**config.mk**
```make
export PLATFORM = sky130hd
export DESIGN_NAME = flag_rename_table
export DESIGN_NICKNAME = d
export VERILOG_FILES = /design/src/rtl/frt_pkg.sv /design/src/rtl/frt_free_list.sv /design/src/rtl/frt_ret_map.sv /design/src/rtl/frt_spec_map.sv /design/src/rtl/flag_rename_table.sv
export SDC_FILE = /design/constraint.sdc
export NUM_CORES = 2
export LEC_CHECK = 0
export BUFFER_PORTS_ARGS = -buffer_cell sky130_fd_sc_hd__buf_2
export CAP_MARGIN = 20
export CORE_AREA = 3 3 288 290
export CTS_CLUSTER_SIZE = 40
export DETAILED_ROUTE_END_ITERATION = 12
export DIE_AREA = 0 0 291 293
export PLACE_DENSITY_LB_ADDON = 0.15
export RECOVER_POWER = 25
export REMOVE_ABC_BUFFERS = 1
export SYNTH_ARGS = -nofsm -noshare
export SYNTH_HDL_FRONTEND = slang
export SYNTH_SLANG_ARGS = --single-unit
```
**constraint.sdc**
```tcl
create_clock -name clk_i -period 5.4 [get_ports clk_i]
set_input_delay 1.62 -clock clk_i [delete_from_list [all_inputs] [get_ports clk_i]]
set_output_delay 1.62 -clock clk_i [all_outputs]
set_load 0.005 [all_outputs]
```
**src/rtl/frt_pkg.sv**
```systemverilog
package frt_pkg;
  localparam int unsigned NUM_ARCH_DEF = 16;
  localparam int unsigned NUM_PHYS_DEF = 64;
  localparam int unsigned FLG_W        = 2;
  localparam int unsigned FLG_CARRY    = 0;  // mask bit for carry slot
  localparam int unsigned FLG_REST     = 1;  // mask bit for the other five flags
endpackage

```
**src/rtl/frt_free_list.sv**
```systemverilog
module frt_free_list #(
  parameter int unsigned NUM_ARCH = frt_pkg::NUM_ARCH_DEF,
  parameter int unsigned NUM_PHYS = frt_pkg::NUM_PHYS_DEF,
  localparam int unsigned PHYS_W  = $clog2(NUM_PHYS)
) (
  input  logic                clk_i,
  input  logic                rst_ni,
  input  logic                alloc_i,
  input  logic                flush_i,
  input  logic [NUM_PHYS-1:0] live_i,
  input  logic [NUM_PHYS-1:0] release_i,
  output logic                avail_o,
  output logic [PHYS_W-1:0]   alloc_tag_o
);
  logic [NUM_PHYS-1:0] free_q, free_d, alloc_oh;

  always_comb begin
    alloc_tag_o = '0;
    for (int i = NUM_PHYS - 1; i >= 0; i--) begin
      if (free_q[i]) alloc_tag_o = PHYS_W'(i);
    end
  end

  assign avail_o  = |free_q;
  assign alloc_oh = alloc_i ? (NUM_PHYS'(1) << alloc_tag_o) : '0;

  always_comb begin
    if (flush_i) free_d = ~live_i;
    else         free_d = (free_q & ~alloc_oh) | release_i;
  end

  always_ff @(posedge clk_i or negedge rst_ni) begin
    if (!rst_ni) begin
      for (int i = 0; i < NUM_PHYS; i++) free_q[i] <= (i >= NUM_ARCH);
    end else begin
      free_q <= free_d;
    end
  end

  AST_ALLOC_NONEMPTY: assert property (@(posedge clk_i) disable iff (!rst_ni)
    alloc_i |-> (free_q != '0));
  AST_RELEASE_ONCE: assert property (@(posedge clk_i) disable iff (!rst_ni)
    (release_i & free_q) == '0);
endmodule

```
**src/rtl/frt_ret_map.sv**
```systemverilog
module frt_ret_map #(
  parameter int unsigned NUM_ARCH = frt_pkg::NUM_ARCH_DEF,
  parameter int unsigned NUM_PHYS = frt_pkg::NUM_PHYS_DEF,
  localparam int unsigned ARCH_W  = $clog2(NUM_ARCH),
  localparam int unsigned PHYS_W  = $clog2(NUM_PHYS),
  localparam int unsigned CNT_W   = $clog2(NUM_ARCH + 3)
) (
  input  logic                             clk_i,
  input  logic                             rst_ni,
  input  logic                             ret_valid_i,
  input  logic                             ret_dst_valid_i,
  input  logic [ARCH_W-1:0]                ret_dst_i,
  input  logic [frt_pkg::FLG_W-1:0]        ret_wflags_i,
  input  logic [PHYS_W-1:0]                ret_pdst_i,
  output logic [NUM_ARCH-1:0][PHYS_W-1:0]  map_q_o,
  output logic [PHYS_W-1:0]                flg_c_q_o,
  output logic [PHYS_W-1:0]                flg_o_q_o,
  output logic [NUM_ARCH-1:0][PHYS_W-1:0]  map_d_o,
  output logic [PHYS_W-1:0]                flg_c_d_o,
  output logic [PHYS_W-1:0]                flg_o_d_o,
  output logic [NUM_PHYS-1:0]              live_d_o,
  output logic [NUM_PHYS-1:0]              release_o
);
  import frt_pkg::*;

  logic [NUM_PHYS-1:0][CNT_W-1:0] cnt_all;
  logic [PHYS_W-1:0] old_int;
  logic w_int, w_c, w_o;

  assign w_int   = ret_valid_i && ret_dst_valid_i;
  assign w_c     = ret_valid_i && ret_wflags_i[FLG_CARRY];
  assign w_o     = ret_valid_i && ret_wflags_i[FLG_REST];
  assign old_int = map_q_o[ret_dst_i];

  always_comb begin
    map_d_o   = map_q_o;
    flg_c_d_o = flg_c_q_o;
    flg_o_d_o = flg_o_q_o;
    if (w_int) map_d_o[ret_dst_i] = ret_pdst_i;
    if (w_c)   flg_c_d_o = ret_pdst_i;
    if (w_o)   flg_o_d_o = ret_pdst_i;
  end

  always_ff @(posedge clk_i or negedge rst_ni) begin
    if (!rst_ni) begin
      for (int i = 0; i < NUM_ARCH; i++) map_q_o[i] <= PHYS_W'(i);
      flg_c_q_o <= '0;
      flg_o_q_o <= '0;
    end else begin
      map_q_o   <= map_d_o;
      flg_c_q_o <= flg_c_d_o;
      flg_o_q_o <= flg_o_d_o;
    end
  end

  // one reference counter per physical register
  for (genvar p = 0; p < NUM_PHYS; p++) begin : g_cnt
    localparam logic [CNT_W-1:0] RST_CNT =
      CNT_W'((p < NUM_ARCH ? 1 : 0) + (p == 0 ? 2 : 0));
    logic [CNT_W-1:0] cnt_q, cnt_d, inc, dec;

    always_comb begin
      inc = CNT_W'(w_int && (ret_pdst_i == PHYS_W'(p)))
          + CNT_W'(w_c   && (ret_pdst_i == PHYS_W'(p)))
          + CNT_W'(w_o   && (ret_pdst_i == PHYS_W'(p)));
      dec = CNT_W'(w_int && (old_int   == PHYS_W'(p)))
          + CNT_W'(w_c   && (flg_c_q_o == PHYS_W'(p)))
          + CNT_W'(w_o   && (flg_o_q_o == PHYS_W'(p)));
      cnt_d = cnt_q + inc - dec;
    end

    always_ff @(posedge clk_i or negedge rst_ni) begin
      if (!rst_ni) cnt_q <= RST_CNT;
      else         cnt_q <= cnt_d;
    end

    assign cnt_all[p]   = cnt_q;
    assign live_d_o[p]  = (cnt_d != '0);
    assign release_o[p] = (cnt_q != '0) && (cnt_d == '0);
  end

  AST_FLAGS_BACKED: assert property (@(posedge clk_i) disable iff (!rst_ni)
    (cnt_all[flg_c_q_o] != '0) && (cnt_all[flg_o_q_o] != '0));
  AST_NO_UNDERFLOW: assert property (@(posedge clk_i) disable iff (!rst_ni)
    w_int |-> (cnt_all[old_int] != '0));
endmodule

```
**src/rtl/frt_spec_map.sv**
```systemverilog
module frt_spec_map #(
  parameter int unsigned NUM_ARCH = frt_pkg::NUM_ARCH_DEF,
  parameter int unsigned NUM_PHYS = frt_pkg::NUM_PHYS_DEF,
  localparam int unsigned ARCH_W  = $clog2(NUM_ARCH),
  localparam int unsigned PHYS_W  = $clog2(NUM_PHYS)
) (
  input  logic                             clk_i,
  input  logic                             rst_ni,
  input  logic                             wr_i,
  input  logic                             dst_valid_i,
  input  logic [ARCH_W-1:0]                dst_i,
  input  logic [frt_pkg::FLG_W-1:0]        wflags_i,
  input  logic [PHYS_W-1:0]                pdst_i,
  input  logic                             flush_i,
  input  logic [NUM_ARCH-1:0][PHYS_W-1:0]  ret_map_i,
  input  logic [PHYS_W-1:0]                ret_flg_c_i,
  input  logic [PHYS_W-1:0]                ret_flg_o_i,
  output logic [NUM_ARCH-1:0][PHYS_W-1:0]  map_o,
  output logic [PHYS_W-1:0]                flg_c_o,
  output logic [PHYS_W-1:0]                flg_o_o
);
  import frt_pkg::*;

  always_ff @(posedge clk_i or negedge rst_ni) begin
    if (!rst_ni) begin
      for (int i = 0; i < NUM_ARCH; i++) map_o[i] <= PHYS_W'(i);
      flg_c_o <= '0;
      flg_o_o <= '0;
    end else if (flush_i) begin
      map_o   <= ret_map_i;
      flg_c_o <= ret_flg_c_i;
      flg_o_o <= ret_flg_o_i;
    end else if (wr_i) begin
      if (dst_valid_i)          map_o[dst_i] <= pdst_i;
      if (wflags_i[FLG_CARRY])  flg_c_o      <= pdst_i;
      if (wflags_i[FLG_REST])   flg_o_o      <= pdst_i;
    end
  end
endmodule

```
**src/rtl/flag_rename_table.sv**
```systemverilog
module flag_rename_table #(
  parameter int unsigned NUM_ARCH = frt_pkg::NUM_ARCH_DEF,
  parameter int unsigned NUM_PHYS = frt_pkg::NUM_PHYS_DEF,
  localparam int unsigned ARCH_W  = $clog2(NUM_ARCH),
  localparam int unsigned PHYS_W  = $clog2(NUM_PHYS)
) (
  input  logic                      clk_i,
  input  logic                      rst_ni,
  input  logic                      flush_i,
  input  logic                      ren_valid_i,
  input  logic [ARCH_W-1:0]         ren_src_a_i,
  input  logic [ARCH_W-1:0]         ren_src_b_i,
  input  logic                      ren_dst_valid_i,
  input  logic [ARCH_W-1:0]         ren_dst_i,
  input  logic [frt_pkg::FLG_W-1:0] ren_wflags_i,
  output logic                      ren_ready_o,
  output logic [PHYS_W-1:0]         ren_psrc_a_o,
  output logic [PHYS_W-1:0]         ren_psrc_b_o,
  output logic [PHYS_W-1:0]         ren_pflag_c_o,
  output logic [PHYS_W-1:0]         ren_pflag_o_o,
  output logic [PHYS_W-1:0]         ren_pdst_o,
  input  logic                      ret_valid_i,
  input  logic                      ret_dst_valid_i,
  input  logic [ARCH_W-1:0]         ret_dst_i,
  input  logic [frt_pkg::FLG_W-1:0] ret_wflags_i,
  input  logic [PHYS_W-1:0]         ret_pdst_i
);
  import frt_pkg::*;

  logic [NUM_ARCH-1:0][PHYS_W-1:0] spec_map, ret_map_q, ret_map_d;
  logic [PHYS_W-1:0] spec_c, spec_o, ret_c_q, ret_o_q, ret_c_d, ret_o_d;
  logic [NUM_PHYS-1:0] live_d, release_v;
  logic avail, fire, needs_alloc, alloc;

  assign needs_alloc = ren_dst_valid_i || (ren_wflags_i != '0);
  assign ren_ready_o = avail && !flush_i;
  assign fire        = ren_valid_i && ren_ready_o;
  assign alloc       = fire && needs_alloc;

  assign ren_psrc_a_o  = spec_map[ren_src_a_i];
  assign ren_psrc_b_o  = spec_map[ren_src_b_i];
  assign ren_pflag_c_o = spec_c;
  assign ren_pflag_o_o = spec_o;

  frt_free_list #(.NUM_ARCH(NUM_ARCH), .NUM_PHYS(NUM_PHYS)) u_free (
    .clk_i, .rst_ni,
    .alloc_i     (alloc),
    .flush_i     (flush_i),
    .live_i      (live_d),
    .release_i   (release_v),
    .avail_o     (avail),
    .alloc_tag_o (ren_pdst_o)
  );

  frt_spec_map #(.NUM_ARCH(NUM_ARCH), .NUM_PHYS(NUM_PHYS)) u_spec (
    .clk_i, .rst_ni,
    .wr_i        (alloc),
    .dst_valid_i (ren_dst_valid_i),
    .dst_i       (ren_dst_i),
    .wflags_i    (ren_wflags_i),
    .pdst_i      (ren_pdst_o),
    .flush_i     (flush_i),
    .ret_map_i   (ret_map_d),
    .ret_flg_c_i (ret_c_d),
    .ret_flg_o_i (ret_o_d),
    .map_o       (spec_map),
    .flg_c_o     (spec_c),
    .flg_o_o     (spec_o)
  );

  frt_ret_map #(.NUM_ARCH(NUM_ARCH), .NUM_PHYS(NUM_PHYS)) u_ret (
    .clk_i, .rst_ni,
    .ret_valid_i, .ret_dst_valid_i, .ret_dst_i, .ret_wflags_i, .ret_pdst_i,
    .map_q_o   (ret_map_q),
    .flg_c_q_o (ret_c_q),
    .flg_o_q_o (ret_o_q),
    .map_d_o   (ret_map_d),
    .flg_c_d_o (ret_c_d),
    .flg_o_d_o (ret_o_d),
    .live_d_o  (live_d),
    .release_o (release_v)
  );

  AST_FLUSH_RESTORE: assert property (@(posedge clk_i) disable iff (!rst_ni)
    $past(flush_i) |-> (spec_map == ret_map_q && spec_c == ret_c_q && spec_o == ret_o_q));
  AST_STALL_HOLD: assert property (@(posedge clk_i) disable iff (!rst_ni)
    (ren_valid_i && !avail && !flush_i) |=> ($stable(spec_map) && $stable(spec_c) && $stable(spec_o)));
  AST_CARRY_MOVE: assert property (@(posedge clk_i) disable iff (!rst_ni)
    (alloc && ren_wflags_i[FLG_CARRY]) |=> (spec_c == $past(ren_pdst_o)));
  AST_REST_KEEP: assert property (@(posedge clk_i) disable iff (!rst_ni)
    (fire && !ren_wflags_i[FLG_REST]) |=> $stable(spec_o));
endmodule

```
==> summary.txt <==
Synthesis
  • Yosys cell types: 76
  • Count leader, synth: nor2_1
  • Synthesized area: 44340 µm²
  • Adder-Cell Fraction of Synth Area: 25.10%
  • Synth Flop Type: dfrtp_1
  • Register area share after synthesis: roughly 34%
  • Synth Register Bits: 600
  • Largest area contributor in the netlist: dfrtp_1
  • Top-area cell type share of the netlist area: roughly a quarter
  • Most frequent cells after synthesis: nor2_1, inv_1, dfrtp_1
  • Post-synth EDFFs: 0
  • Yosys Warn Count: 0
  • Synth Area per Inst: just over 10 µm²
  • Main combinational cell family by area after synthesis: adder cells
  • Largest cells by area after synthesis: dfrtp_1, fa_1, ha_1
  • Simple-Gate Fraction of Synth Area: approximately an eighth
  • Synth Area in Compound Gates: 7.712%
  • Post-synthesis mux area share: a little under a tenth
  • Post-Synthesis Cells: roughly 4300
  • Post-synthesis async set-or-reset flop share: between 90% and 100%
  • Post-synthesis xor/xnor area fraction: 5.057%

Worst setup path
  • WP data arrival: roughly 7.1 ns
  • Slowest stage cell, crit path: mux4_2
  • Max incr delay on CP: 0.55 ns
  • Launch point of the worst path: ret_dst_i[0]
  • CP cell instances: buf_12 > buf_12 > mux4_2 > mux4_2 > buf_6 > or3_4 > buf_12 > nor2_1 > ha_1 > fa_1 > fa_1 > inv_1 > fa_2 > fa_2 > a21oi_2 > nor2_1 > nor2_2 > xnor2_2 > a2111oi_4 > buf_4 > nor2_1 > a31oi_1
  • Setup crit start kind: input pin
  • Worst setup EP type: flop
  • Reg2Reg Launch Point: u_ret.map_q_o[23]
  • Reg2Reg Capture Point: u_free.free_q[5]
  • Crit path capture: u_free.free_q[5]
  • CP max FO: 13
  • Setup CP Type: in2reg
  • Critical Path RT: between 5 and 6 ns
  • R2r setup slk: -0.28 ns
  • R2r worst-path depth: 20

Global route
  • Global route overflow: 0
  • Pin count of the biggest net entering global routing: between 100 and 150
  • First-pass GRT wire length: around 210000 µm
  • Initial antenna violation count: 2
  • Vias in the first global route: 36226
  • GR Util All Layers: 32.07%

Layout
  • Fin nets: 5542
  • Final std cell area, no fill: 54950 µm²
  • Fillers: between 5000 and 6000
  • Reg area: about 15000 µm²
  • Final cell count without fillers: about 6000
  • Area grow syn2layout: 23.93%
  • Final Util: between 60% and 70%
  • Area of the multi-input gates: 28960 µm²
  • Share of cells above drive strength 1: between 30% and 40%

Timing
  • Worst-margin pin slew: 2.466 ns
  • Hold Violations, Final: 0
  • Crit path time final: 6.546 ns
  • Setup violators final: 275
  • Unrepaired setup endpoints after global routing: true
  • Final hold slack: between 0.5 and 0.6 ns
  • Max Slew Vio Count: approximately 210
  • Tcrit/Tclk final: 121.2%
  • Rel. slew slack: -64.39%
  • Final setup margin: -1.146 ns
  • Fmax: roughly 0.15 GHz
  • Skew final: about 0.032 ns

Placed design
  • DP HPWL: a little under 100000 µm
  • Placed Instance Area: between 40000 and 50000 µm²
  • Gpl congestion: between 0.9 and 1
  • Dpl ws: -2.199 ns
  • IO buf count: 63
  • Placed insts: roughly 5700

Pwr
  • Maximum vdd drop: between 0.0008 and 0.0009 V
  • Pwr per Cell Area: approximately 630 nW/µm²
  • Pleak: roughly 25 nW

Routing
  • Final ANT Viol Nets: 0
  • Met1 Routed Length: 54330 µm
  • DR WL/cell: around 23 µm
  • Vias: roughly 35000
  • DRC viols: 0
  • Top Metal Used: met4
  • Metal2 WL: approximately 64000 µm
  • Met3 wire length: about 13000 µm
  • Drt initial violations: around 2900
  • First-pass iteration count of the detailed router: 6
  • Vias per std cell: a little under 6
  • Final WL: roughly 140000 µm

Floorplanning
  • Starting Density: about 55%
  • Die Span X: between 200 and 300 µm
  • Core Rows: about 100
  • CORE AREA: between 80000 and 90000 µm²
  • Die area: roughly 85000 µm²
  • Ports: 64
  • Die height: 293 µm

CTS
  • Clock latency on the worst-skew pair: 0.64 ns
  • TritonCTS Buffers: 72
  • Root Driver: clkbuf_16
  • Sink Count: 600
  • Max clock buf depth: 3
  • CTS tree: done
  • # H-tree levels: 3
  • Worst-path clk slew: about 0.06 ns

Run status
  • Status: finished, violations left
  • Failing checks: max-capacitance violations, max-slew violations, negative setup slack

Run
  • Max Cap Viol: 3

Worst hold path
  • Hold Crit Class: reg2reg
## logic make-up (layout without fill, tap and decap cells)
| group | after synthesis | in the layout |
|---|---|---|
| muxes | 276 | 276 |
| DFF | 600 | 600 |
| adders and majority gates | 700 | 700 |
| and+or+nand+nor | 1251 | 1251 |
| buffers and inverters | 700 | 1229 |
| other | 0 | 1 |
| AOI/OAI and AO/OA | 556 | 556 |
| xor gates and xnor gates | 256 | 256 |
## worst min-delay path by stage
stage,startpoint,endpoint,cells past startpoint
floorplan,u_free.free_q[61],u_free.free_q[61],2
detailed placement,u_free.free_q[61],u_free.free_q[61],2
finish,u_free.free_q[37],u_free.free_q[37],2
global placement,u_free.free_q[61],u_free.free_q[61],2
global route,u_ret.map_q_o[46],u_ret.map_q_o[46],1
CTS,u_free.free_q[37],u_free.free_q[37],2
## critical path, delay by kind of cell
family / cells / cell delay, ns
xor+xnor: 1 / 0.11
mux: 2 / 1.10
simple gates: 5 / 0.75
compound gates: 3 / 0.71
fa+ha+maj: 5 / 1.99
buf+inv: 6 / 0.77
## where the power goes
part	total, mW	switching (mW)	internal (mW)
registers	8.24	1.58	6.66
logic	21.2	12.6	8.59
clock network	5.15	2.12	3.03
total	34.6	16.3	18.3
## area by class of cell
cell class / count / area share (%)
Tap cell: 1060 / 2.413
Clock buffer: 99 / 3.739
Clock inverter: 34 / 0.7696
Timing Repair Buffer: 553 / 9.039
Antenna cell: 1 / 0.004554
Sequential cell: 600 / 27.62
Inverter: 543 / 3.714
Multi-Input combinational cell: 3039 / 52.70
## metal layers
metal | vias to the layer above | GRT usage (%)
met5 | - | 0
met4 | 0 | 16.16
met3 | 399 | 6.538
met2 | 1614 | 50.95
met1 | 17679 | 42.18
li1 | 15445 | -
## sequential cells by signal, summed over array words and instances, names as in the netlist
register and cells:
u_ret.flg_c_q_o 6, u_ret.g_cnt.cnt_q 320, u_spec.map_o 96, u_spec.flg_o_o 6
u_ret.flg_o_q_o 6, u_free.free_q 64, u_spec.flg_c_o 6, u_ret.map_q_o 96
## layout by cell type (no fill, tap or decap), types with 16 or more instances in the layout
| cell type | count |
|---|---|
| dfrtp_1 | 471 |
| o21ai_1 | 24 |
| buf_12 | 53 |
| buf_4 | 360 |
| clkbuf_16 | 74 |
| nor2b_1 | 17 |
| xor2_1 | 100 |
| clkbuf_1 | 17 |
| xnor2_1 | 113 |
| nor2_4 | 43 |
| inv_2 | 37 |
| buf_6 | 62 |
| o21ai_0 | 104 |
| a21oi_2 | 62 |
| mux2i_1 | 90 |
| buf_2 | 59 |
| nand2_1 | 259 |
| ha_1 | 343 |
| fa_2 | 124 |
| nor2_1 | 481 |
| or3_1 | 23 |
| a21oi_1 | 142 |
| nor4_1 | 22 |
| ha_4 | 37 |
| a2111oi_2 | 18 |
| mux2_2 | 96 |
| a21o_1 | 64 |
| xor2_2 | 28 |
| nor3_2 | 24 |
| clkinv_2 | 16 |
| a31oi_1 | 44 |
| dfstp_2 | 129 |
| nor2_2 | 36 |
| nand3_1 | 111 |
| fa_1 | 192 |
| nor3_1 | 61 |
| nor4b_1 | 31 |
| inv_1 | 505 |
| mux4_2 | 90 |
## through the flow
| step | power (mW) | TNS (ns) |
|---|---|---|
| after floorplan | 18.50 | -127.74 |
| after global placement | 25.92 | -390.85 |
| after detailed placement | 26.36 | -408.34 |
| after CTS | 33.11 | -83.64 |
| after global routing | 36.56 | -140.63 |
| final | 34.62 | -105.00 |
## timing repair
item                                    in CTS  in global routing
endpoints found under the setup margin     319                308
hold buffers                                 0                  0
cloned                                       2                  1
setup buffers                               64                 53
gates resized for setup                    519                187
pin swaps                                  385                276
Power figures use the tool's default switching activity.
